## src/rtl/softstart_pkg.sv

```systemverilog
package softstart_pkg;

   typedef enum logic [2:0] {
      SQ_IDLE   = 3'd0,
      SQ_INIT   = 3'd1,
      SQ_SETTLE = 3'd2,
      SQ_RAMP   = 3'd3,
      SQ_RUN    = 3'd4
   } seq_state_t;

endpackage

```

## src/rtl/ss_interval_timer.sv

```systemverilog
module ss_interval_timer #(
   parameter int CW = 8
) (
   input  logic          clk,
   input  logic          rst_n,
   input  logic          clr,
   input  logic [CW-1:0] limit,
   output logic          last
);

   logic [CW-1:0] cnt_q;

   assign last = (cnt_q == (limit - 1'b1));

   always_ff @(posedge clk or negedge rst_n) begin
      if (!rst_n)        cnt_q <= '0;
      else if (clr)      cnt_q <= '0;
      else if (!last)    cnt_q <= cnt_q + 1'b1;
   end

   a_r3_timer_restarts: assert property (@(posedge clk) disable iff (!rst_n)
      clr |=> (cnt_q == '0));

endmodule

```

## src/rtl/ss_phase_fsm.sv

```systemverilog
module ss_phase_fsm
   import softstart_pkg::*;
#(
   parameter int CW         = 8,
   parameter int INIT_CYC   = 16,
   parameter int SETTLE_CYC = 4
) (
   input  logic          clk,
   input  logic          rst_n,
   input  logic          por_ok,
   input  logic          en_in,
   input  logic          timer_last,
   input  logic          ramp_full,
   output logic          timer_clr,
   output logic [CW-1:0] timer_limit,
   output logic          sample_take,
   output logic          sample_clear,
   output logic          ramp_run,
   output logic          ramp_clr,
   output logic          ls_off,
   output logic          sw_en,
   output logic          ss_done,
   output logic          prot_arm
);

   localparam logic [CW-1:0] INIT_L   = CW'(INIT_CYC);
   localparam logic [CW-1:0] SETTLE_L = CW'(SETTLE_CYC);

   seq_state_t state_q, state_n;
   logic       arm_q;
   logic       go;

   assign go = por_ok && en_in;

   always_comb begin
      state_n = state_q;
      if (!go) begin
         state_n = SQ_IDLE;
      end else begin
         case (state_q)
            SQ_IDLE:   state_n = SQ_INIT;
            SQ_INIT:   if (timer_last) state_n = SQ_SETTLE;
            SQ_SETTLE: if (timer_last) state_n = SQ_RAMP;
            SQ_RAMP:   if (ramp_full)  state_n = SQ_RUN;
            SQ_RUN:    state_n = SQ_RUN;
            default:   state_n = SQ_IDLE;
         endcase
      end
   end

   always_ff @(posedge clk or negedge rst_n) begin
      if (!rst_n) begin
         state_q <= SQ_IDLE;
         arm_q   <= 1'b0;
      end else begin
         state_q <= state_n;
         arm_q   <= (state_q == SQ_RAMP) && (state_n == SQ_RUN);
      end
   end

   assign timer_clr    = (state_n != state_q) ||
                         !((state_q == SQ_INIT) || (state_q == SQ_SETTLE));
   assign timer_limit  = (state_q == SQ_SETTLE) ? SETTLE_L : INIT_L;
   assign sample_take  = (state_q == SQ_INIT) && (state_n == SQ_SETTLE);
   assign sample_clear = (state_q == SQ_IDLE) && (state_n == SQ_INIT);
   assign ramp_run     = (state_q == SQ_RAMP) && (state_n == SQ_RAMP);
   assign ramp_clr     = !((state_n == SQ_RAMP) || (state_n == SQ_RUN));

   assign ls_off   = (state_q == SQ_INIT);
   assign sw_en    = (state_q == SQ_RAMP) || (state_q == SQ_RUN);
   assign ss_done  = (state_q == SQ_RUN);
   assign prot_arm = arm_q;

   a_r9_enable_low_quiet: assert property (@(posedge clk) disable iff (!rst_n)
      !en_in |=> (!sw_en && !ls_off && !ss_done));

   a_r10_supply_low_idle: assert property (@(posedge clk) disable iff (!rst_n)
      !por_ok |=> (state_q == SQ_IDLE));

   a_r8_done_after_full: assert property (@(posedge clk) disable iff (!rst_n)
      $rose(ss_done) |-> $past(ramp_full));

   a_r8_arm_single: assert property (@(posedge clk) disable iff (!rst_n)
      prot_arm |=> !prot_arm);

   a_r5_ramp_follows_settle: assert property (@(posedge clk) disable iff (!rst_n)
      $rose(sw_en) |-> ($past(state_q) == SQ_SETTLE));

endmodule

```

## src/rtl/ss_ref_ramp.sv

```systemverilog
module ss_ref_ramp #(
   parameter int REF_W      = 6,
   parameter int REF_MAX    = 63,
   parameter int STEP_TICKS = 4
) (
   input  logic             clk,
   input  logic             rst_n,
   input  logic             run,
   input  logic             clr,
   input  logic             tick,
   output logic [REF_W-1:0] code,
   output logic             full
);

   localparam logic [REF_W-1:0] MAX_L = REF_W'(REF_MAX);

   logic [REF_W-1:0] code_q;
   logic             adv;
   logic             step;

   assign full = (code_q == MAX_L);
   assign code = code_q;
   assign adv  = run && tick && !full;

   generate
      if (STEP_TICKS == 1) begin : g_direct
         assign step = adv;
      end else begin : g_divided
         localparam int DW = $clog2(STEP_TICKS);
         localparam logic [DW-1:0] DIV_LAST = DW'(STEP_TICKS - 1);
         logic [DW-1:0] div_q;

         always_ff @(posedge clk or negedge rst_n) begin
            if (!rst_n)        div_q <= '0;
            else if (clr)      div_q <= '0;
            else if (adv)      div_q <= (div_q == DIV_LAST) ? '0 : div_q + 1'b1;
         end

         assign step = adv && (div_q == DIV_LAST);
      end
   endgenerate

   always_ff @(posedge clk or negedge rst_n) begin
      if (!rst_n)      code_q <= '0;
      else if (clr)    code_q <= '0;
      else if (step)   code_q <= code_q + 1'b1;
   end

   a_r6_unit_step: assert property (@(posedge clk) disable iff (!rst_n)
      ((code_q != $past(code_q)) && (code_q != '0)) |-> (code_q == $past(code_q) + 1'b1));

   a_r6_idle_tick_ignored: assert property (@(posedge clk) disable iff (!rst_n)
      (!run && !clr) |=> $stable(code_q));

endmodule

```

## src/rtl/ss_setpoint_hold.sv

```systemverilog
module ss_setpoint_hold #(
   parameter int OCP_W = 6
) (
   input  logic             clk,
   input  logic             rst_n,
   input  logic             por_ok,
   input  logic             take,
   input  logic             clear,
   input  logic [OCP_W-1:0] din,
   output logic [OCP_W-1:0] dout
);

   logic [OCP_W-1:0] held_q;

   always_ff @(posedge clk or negedge rst_n) begin
      if (!rst_n)                  held_q <= '0;
      else if (!por_ok || clear)   held_q <= '0;
      else if (take)               held_q <= din;
   end

   assign dout = held_q;

   a_r10_supply_loss_clears: assert property (@(posedge clk) disable iff (!rst_n)
      !por_ok |=> (dout == '0));

   a_r4_capture_on_take: assert property (@(posedge clk) disable iff (!rst_n)
      (por_ok && take && !clear) |=> (dout == $past(din)));

endmodule

```

## src/rtl/softstart_sequencer.sv

```systemverilog
module softstart_sequencer
   import softstart_pkg::*;
#(
   parameter int REF_W      = 6,
   parameter int REF_MAX    = 63,
   parameter int OCP_W      = 6,
   parameter int INIT_CYC   = 400000,
   parameter int SETTLE_CYC = 80000,
   parameter int BASE_TPS   = 19,
   parameter bit SW_FAST    = 1'b0
) (
   input  logic             clk,
   input  logic             rst_n,
   input  logic             por_ok,
   input  logic             en_in,
   input  logic             sw_tick,
   input  logic [OCP_W-1:0] ocp_level,
   output logic [REF_W-1:0] ref_code,
   output logic             ls_off,
   output logic             sw_en,
   output logic             ss_done,
   output logic             prot_arm,
   output logic [OCP_W-1:0] ocp_setpoint
);

   localparam int STEP_TICKS = SW_FAST ? (2 * BASE_TPS) : BASE_TPS;
   localparam int LONGEST    = (INIT_CYC > SETTLE_CYC) ? INIT_CYC : SETTLE_CYC;
   localparam int CW         = $clog2(LONGEST + 1);

   generate
      if (INIT_CYC < 2) begin : g_bad_init
         $error("softstart_sequencer: INIT_CYC must be at least 2");
      end
      if (SETTLE_CYC < 1) begin : g_bad_settle
         $error("softstart_sequencer: SETTLE_CYC must be at least 1");
      end
      if ((REF_MAX < 1) || (REF_MAX > (2 ** REF_W) - 1)) begin : g_bad_ref
         $error("softstart_sequencer: REF_MAX must fit in REF_W bits and be nonzero");
      end
      if (BASE_TPS < 1) begin : g_bad_tps
         $error("softstart_sequencer: BASE_TPS must be at least 1");
      end
   endgenerate

   logic          timer_clr;
   logic [CW-1:0] timer_limit;
   logic          timer_last;
   logic          sample_take;
   logic          sample_clear;
   logic          ramp_run;
   logic          ramp_clr;
   logic          ramp_full;

   ss_phase_fsm #(
      .CW         (CW),
      .INIT_CYC   (INIT_CYC),
      .SETTLE_CYC (SETTLE_CYC)
   ) u_fsm (
      .clk          (clk),
      .rst_n        (rst_n),
      .por_ok       (por_ok),
      .en_in        (en_in),
      .timer_last   (timer_last),
      .ramp_full    (ramp_full),
      .timer_clr    (timer_clr),
      .timer_limit  (timer_limit),
      .sample_take  (sample_take),
      .sample_clear (sample_clear),
      .ramp_run     (ramp_run),
      .ramp_clr     (ramp_clr),
      .ls_off       (ls_off),
      .sw_en        (sw_en),
      .ss_done      (ss_done),
      .prot_arm     (prot_arm)
   );

   ss_interval_timer #(
      .CW (CW)
   ) u_timer (
      .clk   (clk),
      .rst_n (rst_n),
      .clr   (timer_clr),
      .limit (timer_limit),
      .last  (timer_last)
   );

   ss_ref_ramp #(
      .REF_W      (REF_W),
      .REF_MAX    (REF_MAX),
      .STEP_TICKS (STEP_TICKS)
   ) u_ramp (
      .clk   (clk),
      .rst_n (rst_n),
      .run   (ramp_run),
      .clr   (ramp_clr),
      .tick  (sw_tick),
      .code  (ref_code),
      .full  (ramp_full)
   );

   ss_setpoint_hold #(
      .OCP_W (OCP_W)
   ) u_hold (
      .clk    (clk),
      .rst_n  (rst_n),
      .por_ok (por_ok),
      .take   (sample_take),
      .clear  (sample_clear),
      .din    (ocp_level),
      .dout   (ocp_setpoint)
   );

   a_r3_no_switch_while_sampling: assert property (@(posedge clk) disable iff (!rst_n)
      ls_off |-> (!sw_en && (ref_code == '0)));

   a_r8_done_holds_full: assert property (@(posedge clk) disable iff (!rst_n)
      ss_done |-> (ref_code == REF_W'(REF_MAX)));

endmodule

```

## config.mk

```make
export PLATFORM = sky130hd
export DESIGN_NAME = softstart_sequencer
export DESIGN_NICKNAME = d
export VERILOG_FILES = /design/src/rtl/softstart_pkg.sv /design/src/rtl/ss_interval_timer.sv /design/src/rtl/ss_phase_fsm.sv /design/src/rtl/ss_ref_ramp.sv /design/src/rtl/ss_setpoint_hold.sv /design/src/rtl/softstart_sequencer.sv
export SDC_FILE = /design/constraint.sdc
export NUM_CORES = 1
export LEC_CHECK = 0
export ABC_AREA = 1
export BUFFER_PORTS_ARGS = -buffer_cell sky130_fd_sc_hd__buf_2
export CORE_MARGIN = 2
export CORE_UTILIZATION = 35
export CTS_CLUSTER_DIAMETER = 100
export DETAILED_ROUTE_END_ITERATION = 8
export GPL_TIMING_DRIVEN = 0
export PLACE_DENSITY_LB_ADDON = 0.1
export REMOVE_ABC_BUFFERS = 1
export SETUP_SLACK_MARGIN = 0.3
export SYNTH_ARGS = -nofsm -noshare
export SYNTH_HDL_FRONTEND = slang
export SYNTH_SLANG_ARGS = --single-unit
```

## constraint.sdc

```tcl
create_clock -name clk -period 1.8 [get_ports clk]
set_input_delay 0.36 -clock clk [delete_from_list [all_inputs] [get_ports clk]]
set_output_delay 0.36 -clock clk [all_outputs]
set_load 0.05 [all_outputs]
```

==> metrics, run 1 <==
outcome=complete, but fails checks; failing checks=setup timing; Mapped Cells=286; fillcell total=567; final hold vios=0; Post-DP HPWL=3.34 mm; Longest Clk Path Bufs=2; period utilization=108%; Slew headroom=37.3%; Net Sw Frac=25.3%; largest area contributor in the netlist=dfrtp_1; worst hold slack=0.191 ns; post-synthesis adder-cell area fraction=2.15%; Die Ht=85.5 microns; Yosys warnings=0; Sw Pwr=0.464 mW; PD cells=525 nW/um^2; #FFs+latches synth=40; die outline width=85.5 microns; complex-gate fraction of the synthesized area=4.25%; Hold Buf Count CTS=0; row count=29; antenna violations before repair=0; Initial Utilization=36.4%; MaxCap Viol Count=0; DR WL met2=3.14 mm; post-layout min period=1.95 ns; largest fanout on the critical path=7; post-synthesis mux area share=0%; Residual DRC=0; Slew @ Worst Pin=0.940 ns; Util after Layout=54.7%; total die area=7310 sq um; simple-gate area share of the yosys netlist=35.6%; CP Class=reg -> reg; mean post-synth cell area=8.13 sq um; register clock-pin slew on the reported worst setup and hold paths=0.09 ns; Worst Setup End Kind=register; Comb pwr share=9.3%; XOR/XNOR Fraction of Synth Area=9.04%; unrepaired setup endpoints after global routing=yes; most frequent cell after synthesis=nand2_1; CP Launch Type=register; top post-synthesis cells by count=nand2_1 (70), dfrtp_1 (40), nor2_1 (36), inv_1 (30), nand3_1 (27); DRT antenna net count=0; main area contributors after synthesis=dfrtp_1 (43%), nand2_1 (11%), xor2_1 (7.2%), nand3_1 (5.8%), nor2_1 (5.8%); Post-Syn Area=2330 sq um; required time of the critical path=2.05 ns; Area Overhead vs Synth=50.2%; Final Max Tran Viols=0; Clk Latency, worst-skew pair=0.31 ns; vias in the first global route=2087; pin count of the biggest net entering global routing=41; clock power share=41.4%; First DRT Iteration DRCs=96; Top Metal Used=met4; CTS root buffer=clkbuf_8; RD Place Congestion=0.844; fin area=3490 sq um; TritonCTS clock tree=built; post-synth top area share=43.0%; Distinct cells, synth=26; largest family of logic cells by synthesized area=simple AND/OR/NAND/NOR gates; gr ovfl total=0; share of layout cells above drive strength 1=44.9%; register area share after synthesis=43.0%; CTS Buf Count=5; placed inst area=2530 sq um; Final Net Count=379; met3 wire len=173 microns; count of flip-flops with a built-in enable after synthesis=0; Pre-antenna DRT Iters=4; Fin Clk Skew=0.0140 ns; Post-synth ARST share=100%; Placeable Area=6390 sq um; ANT cells=0; first-pass GRT wire length=10.0 mm; Hold/Removal Path Class=in -> async; Metal-1 WL=2.72 mm; crit path DAT=2.20 ns; LEAKAGE=1.49 nW; Tot Pwr=1.84 mW; fmax=513 MHz; worst IR drop on VDD=0.000376 V; Int Power=1.37 mW; ys flop type=dfrtp_1; H-tree Lvls=2; Final Setup Violations=36; final setup margin=-0.148 ns; PortBufs=26; DR vias=2155; post-DR wirelength/cell=13.9 microns; TritonCTS Sinks=40; boundary pin count=27; DR vias/cell=4.88; Seq pwr share=49.3%; GRT Util Overall=17.2%; Detailed Route WL=6.16 mm
==> state kept, by name, indices dropped and copies added (netlist names) <==
register                count
u_fsm.prot_arm              1
u_fsm.state_q               3
u_hold.dout                 6
u_ramp.code                 6
u_ramp.g_divided.div_q      5
u_timer.cnt_q              19
==> metrics by stage <==
stage	setup TNS [ns]	worst slack, ns	instances
global route	-7.07	-0.267	442
CTS	-2.41	-0.0978	427
floorplan	-25.17	-1.14	284
finish	-3.00	-0.148	442
detailed placement	-14.18	-0.536	387
global placement	-14.36	-0.553	387
==> critical path, cell delays in order, from the launching register on <==
cell and delay (ns):
dfrtp_2 0.46, buf_12 0.14, nor3_4 0.31, nand4_4 0.15
a21oi_4 0.20, buf_12 0.15, nand4_4 0.17, nand2_4 0.18
nand2_1 0.07, nand2_1 0.05
==> cell type report <==
class / instances / area [sq um] / share of cell area [%]
tap: 77 / 96.3 / 2.76
sequential: 40 / 1000 / 28.7
inverter: 31 / 121 / 3.47
clock inverter: 2 / 35.0 / 1.00
clock buffer: 6 / 72.6 / 2.08
timing repair buffer: 69 / 566 / 16.2
multi-input combinational: 217 / 1600 / 45.8
==> kinds of logic after synthesis <==
group,count (synthesis)
XOR/XNOR,24
AO/OA/AOI/OAI,17
adder cells (fa/ha/maj),4
buffers and inverters,33
flip-flops,40
AND/OR/NAND/NOR,168
==> layout by cell type (no fill, tap or decap), types with 2 or more instances in the layout <==
master	instances
nor2_2	10
a21oi_1	6
nand2_1	52
nor3_4	2
ha_4	2
nor4_1	3
xnor2_1	5
nand3_4	4
buf_8	2
dfrtp_2	2
buf_6	10
dfrtp_1	38
inv_4	2
nand4_4	2
nand4_1	6
nor3_1	3
a21oi_2	6
inv_2	6
nand3_1	18
xor2_1	19
inv_1	23
nor2_4	17
clkbuf_8	5
nand2_2	15
ha_1	2
buf_2	22
o21ai_1	2
nor2_1	22
nand3_2	6
buf_4	30
nand2_8	7
nand2_4	3
buf_12	4
==> power groups by stage <==
stage | Sequential, mW | Combinational [mW] | Clock, mW
floorplan | 0.922 | 0.0431 | 0
global placement | 0.923 | 0.0841 | 0
detailed placement | 0.923 | 0.0845 | 0
CTS | 0.904 | 0.142 | 0.774
global route | 0.905 | 0.185 | 0.799
finish | 0.904 | 0.172 | 0.759
==> layer usage <==
metal  GRT usage (%)  up-vias
li1                -     1075
met2            28.6       42
met1            22.3     1026
met3            2.89       12
met4            6.93        0
met5               0        -
==> path summary, 6_finish.rpt <==
check	from	to	cells after the start	slack, ns
setup / recovery	u_fsm.state_q[2]	u_ramp.code[3]	9	-0.15
hold / removal	rst_n	u_ramp.g_divided.div_q[4]	1	0.19
setup reg to reg	u_fsm.state_q[2]	u_ramp.code[3]	9	-0.15
hold reg to reg	u_hold.dout[4]	u_hold.dout[4]	2	0.53
max in group asynchronous	rst_n	u_fsm.state_q[2]	1	0.97
min in group clk	ocp_level[0]	u_hold.dout[0]	3	0.29
==> repair_timing <==
action / in CTS / in global routing
gates cloned: 4 / 0
setup buffers: 28 / 15
setup endpoints to repair: 43 / 43
pin swaps: 21 / 29
gates resized for setup: 55 / 59
No activity file was read; power rests on OpenSTA's default activity.
==> inputs of run 2 (changes only) <==
--- a/config.mk
+++ b/config.mk
@@ -7,7 +7,7 @@
 export LEC_CHECK = 0
 export ABC_AREA = 1
 export BUFFER_PORTS_ARGS = -buffer_cell sky130_fd_sc_hd__buf_2
-export CORE_MARGIN = 2
+export CORE_MARGIN = 10
 export CORE_UTILIZATION = 35
 export CTS_CLUSTER_DIAMETER = 100
 export DETAILED_ROUTE_END_ITERATION = 8
==> run 2 against run 1 <==
  * The flow still finishes with violations (setup timing)
  * Routed wire length shrank 0.31%
  * Combinational power decreased by 9%
  * Total power decreased by 7.8%
  * Cell count is 2.3% lower
  * Worst hold slack better by 0.031 ns
  * Fmax up 2.6%
  * Sequential power about the same
  * Global-route usage fell by 5.0 points
  * Die area increased by 41%
  * Sequential share of layout area is 1.7 points higher
  * Critical path depth increased by 2
  * Largest cell class unchanged
  * Largest power group unchanged
==> metrics, run 2 (same netlist as run 1, synthesis figures left out) <==
outcome=complete, but fails checks; failing checks=setup timing; Sum Neg Setup Slack=-1.74 ns; Util after Layout=51.7%; Multi-input gate area=1540 sq um; PortBufs=26; antenna violations before repair=0; Comb pwr share=9.3%; Area Overhead vs Synth=41.9%; pin count of the biggest net entering global routing=41; fmax=527 MHz; Final Setup Violations=37; period utilization=105%; die outline width=102 microns; TritonCTS clock tree=built; post-layout min period=1.90 ns; final setup margin=-0.0981 ns; FF/Latch Area=1000 sq um; CP cell instances=inv_2 > nand3_1 > nor2_4 > nor2_4 > a21oi_4 > buf_12 > nand2_4 > nand2_4 > buf_12 > nand3_1 > o21ai_1; GRT Util Overall=12.2%; register clock-pin slew on the reported worst setup and hold paths=0.08 ns; Sw Pwr=0.429 mW; Tot Pwr=1.69 mW; vias in the first global route=2195; Slew @ Worst Pin=0.963 ns; met3 wire len=196 microns; LEAKAGE=1.42 nW; required time of the critical path=2.01 ns; TritonCTS Sinks=40; clock power share=37.3%; Largest register FFs=19; commonest non-fill, non-tap cells in the layout=nand2_1 (48), dfrtp_1 (38), buf_4 (29); Post-DP HPWL=3.59 mm; crit path DAT=2.11 ns; CTS Buf Count=5; MaxCap Viol Count=0; most common cell after layout, fill and taps aside=nand2_1; first-pass GRT wire length=10.3 mm; Final Net Count=369; Die Ht=102 microns; DR vias=2095; Pre-antenna DRT Iters=4; CTS root buffer=clkbuf_8; Hold/Removal Path Class=in -> async; Largest stage delay, worst path=0.48 ns; Detailed Route WL=6.14 mm; worst IR drop on VDD=0.000280 V; First DRT Iteration DRCs=78; DRT antenna net count=0; boundary pin count=27; post-DR wirelength/cell=14.2 microns; total die area=10300 sq um; Top Metal Used=met4; Seq pwr share=53.4%; CP Class=reg -> reg; share of layout cells above drive strength 1=43.1%; Slew headroom=35.8%; r2r startpoint=u_fsm.state_q[2]; PD cells=513 nW/um^2; Clk Latency, worst-skew pair=0.29 ns; Worst Setup End Kind=register; Net Sw Frac=25.3%; Residual DRC=0; ANT cells=0; Initial Utilization=36.4%; RD Place Congestion=0.804; FF-to-FF path depth=11; DR vias/cell=4.85; unrepaired setup endpoints after global routing=yes; Final Max Tran Viols=0; H-tree Lvls=2; gr ovfl total=0; CP Launch Type=register; Top reg by flops=u_timer.cnt_q; critical path's slowest cell=dfrtp_2; final hold vios=0; pre-CTS WS=-0.513 ns; Placeable Area=6390 sq um; Int Power=1.26 mW; placed inst area=2530 sq um; row count=29; fillcell total=615; Longest Clk Path Bufs=2; r2r setup slk=-0.1 ns; Metal-1 WL=2.63 mm; Fin Clk Skew=0.0107 ns; DR WL met2=3.25 mm; largest fanout on the critical path=8; fin area=3300 sq um; r2r endpoint=u_ramp.g_divided.div_q[3]
==> run 2: cell count changes in the layout (fill, tap and decap cells not counted), moves of 4 or more <==
cell     delta
buf_6       -5
nor2_4      +4
nor2_1      -4
nand2_1     -4
nand3_2     -4
nand3_1     +6
nand2_8     -4
nand2_2     +4
==> run 2: metrics by stage <==
stage,cells,hold WS (ns)
CTS,428,0.252
global placement,387,0.514
finish,432,0.222
detailed placement,387,0.518
floorplan,284,0.0644
global route,432,0.282
==> run 2: power groups by stage <==
stage	Combinational (mW)	Sequential, mW	Clock (mW)
after floorplan	0.0431	0.922	0
after global placement	0.0835	0.923	0
after detailed placement	0.0840	0.923	0
after CTS	0.142	0.904	0.659
after global routing	0.170	0.904	0.686
final	0.157	0.904	0.631
==> run 2: what timing repair did <==
action,4_1_cts,5_1_grt
pin swaps,21,14
hold buffers,0,0
hold endpoints to repair,0,0
endpoints found under the setup margin,43,45
gates resized for setup,52,50
buffers inserted,30,4
cloned,3,0
==> run 2: cell type report <==
| cell class | instances | area share [%] |
|---|---|---|
| clock buffers | 8 | 2.73 |
| inverters | 31 | 3.60 |
| multi-input cells | 216 | 46.7 |
| flip-flops and latches | 40 | 30.4 |
| well taps | 77 | 2.92 |
| repair buffers | 60 | 13.7 |
==> run 2: worst max-delay path by stage <==
| stage | from | endpoint | slack (ns) | depth (start not counted) |
|---|---|---|---|---|
| 6_report | u_fsm.state_q[2] | u_ramp.g_divided.div_q[3] | -0.1 | 11 |
| 5_1_grt | u_timer.cnt_q[11] | u_ramp.g_divided.div_q[3] | -0.20 | 12 |
| 2_1_floorplan | u_fsm.state_q[1] | u_ramp.code[0] | -1.14 | 8 |
| 3_3_place_gp | u_timer.cnt_q[0] | u_ramp.code[1] | -0.53 | 12 |
| 4_1_cts | u_ramp.code[1] | u_timer.cnt_q[17] | -0.11 | 11 |
| 3_5_place_dp | u_timer.cnt_q[0] | u_ramp.code[1] | -0.51 | 12 |
==> run 2: metal layers <==
metal / up-vias / track usage [%]
met5: - / 0
met4: 0 / 4.18
met3: 4 / 3.00
met2: 30 / 20.9
met1: 1004 / 14.4
li1: 1057 / -
==> run 2: critical path: cells and delay by family, from the launching register on <==
kind	cells	cell delay [ns]
simple gates	6	0.68
flops	1	0.48
buf+inv	3	0.37
compound gates	2	0.28
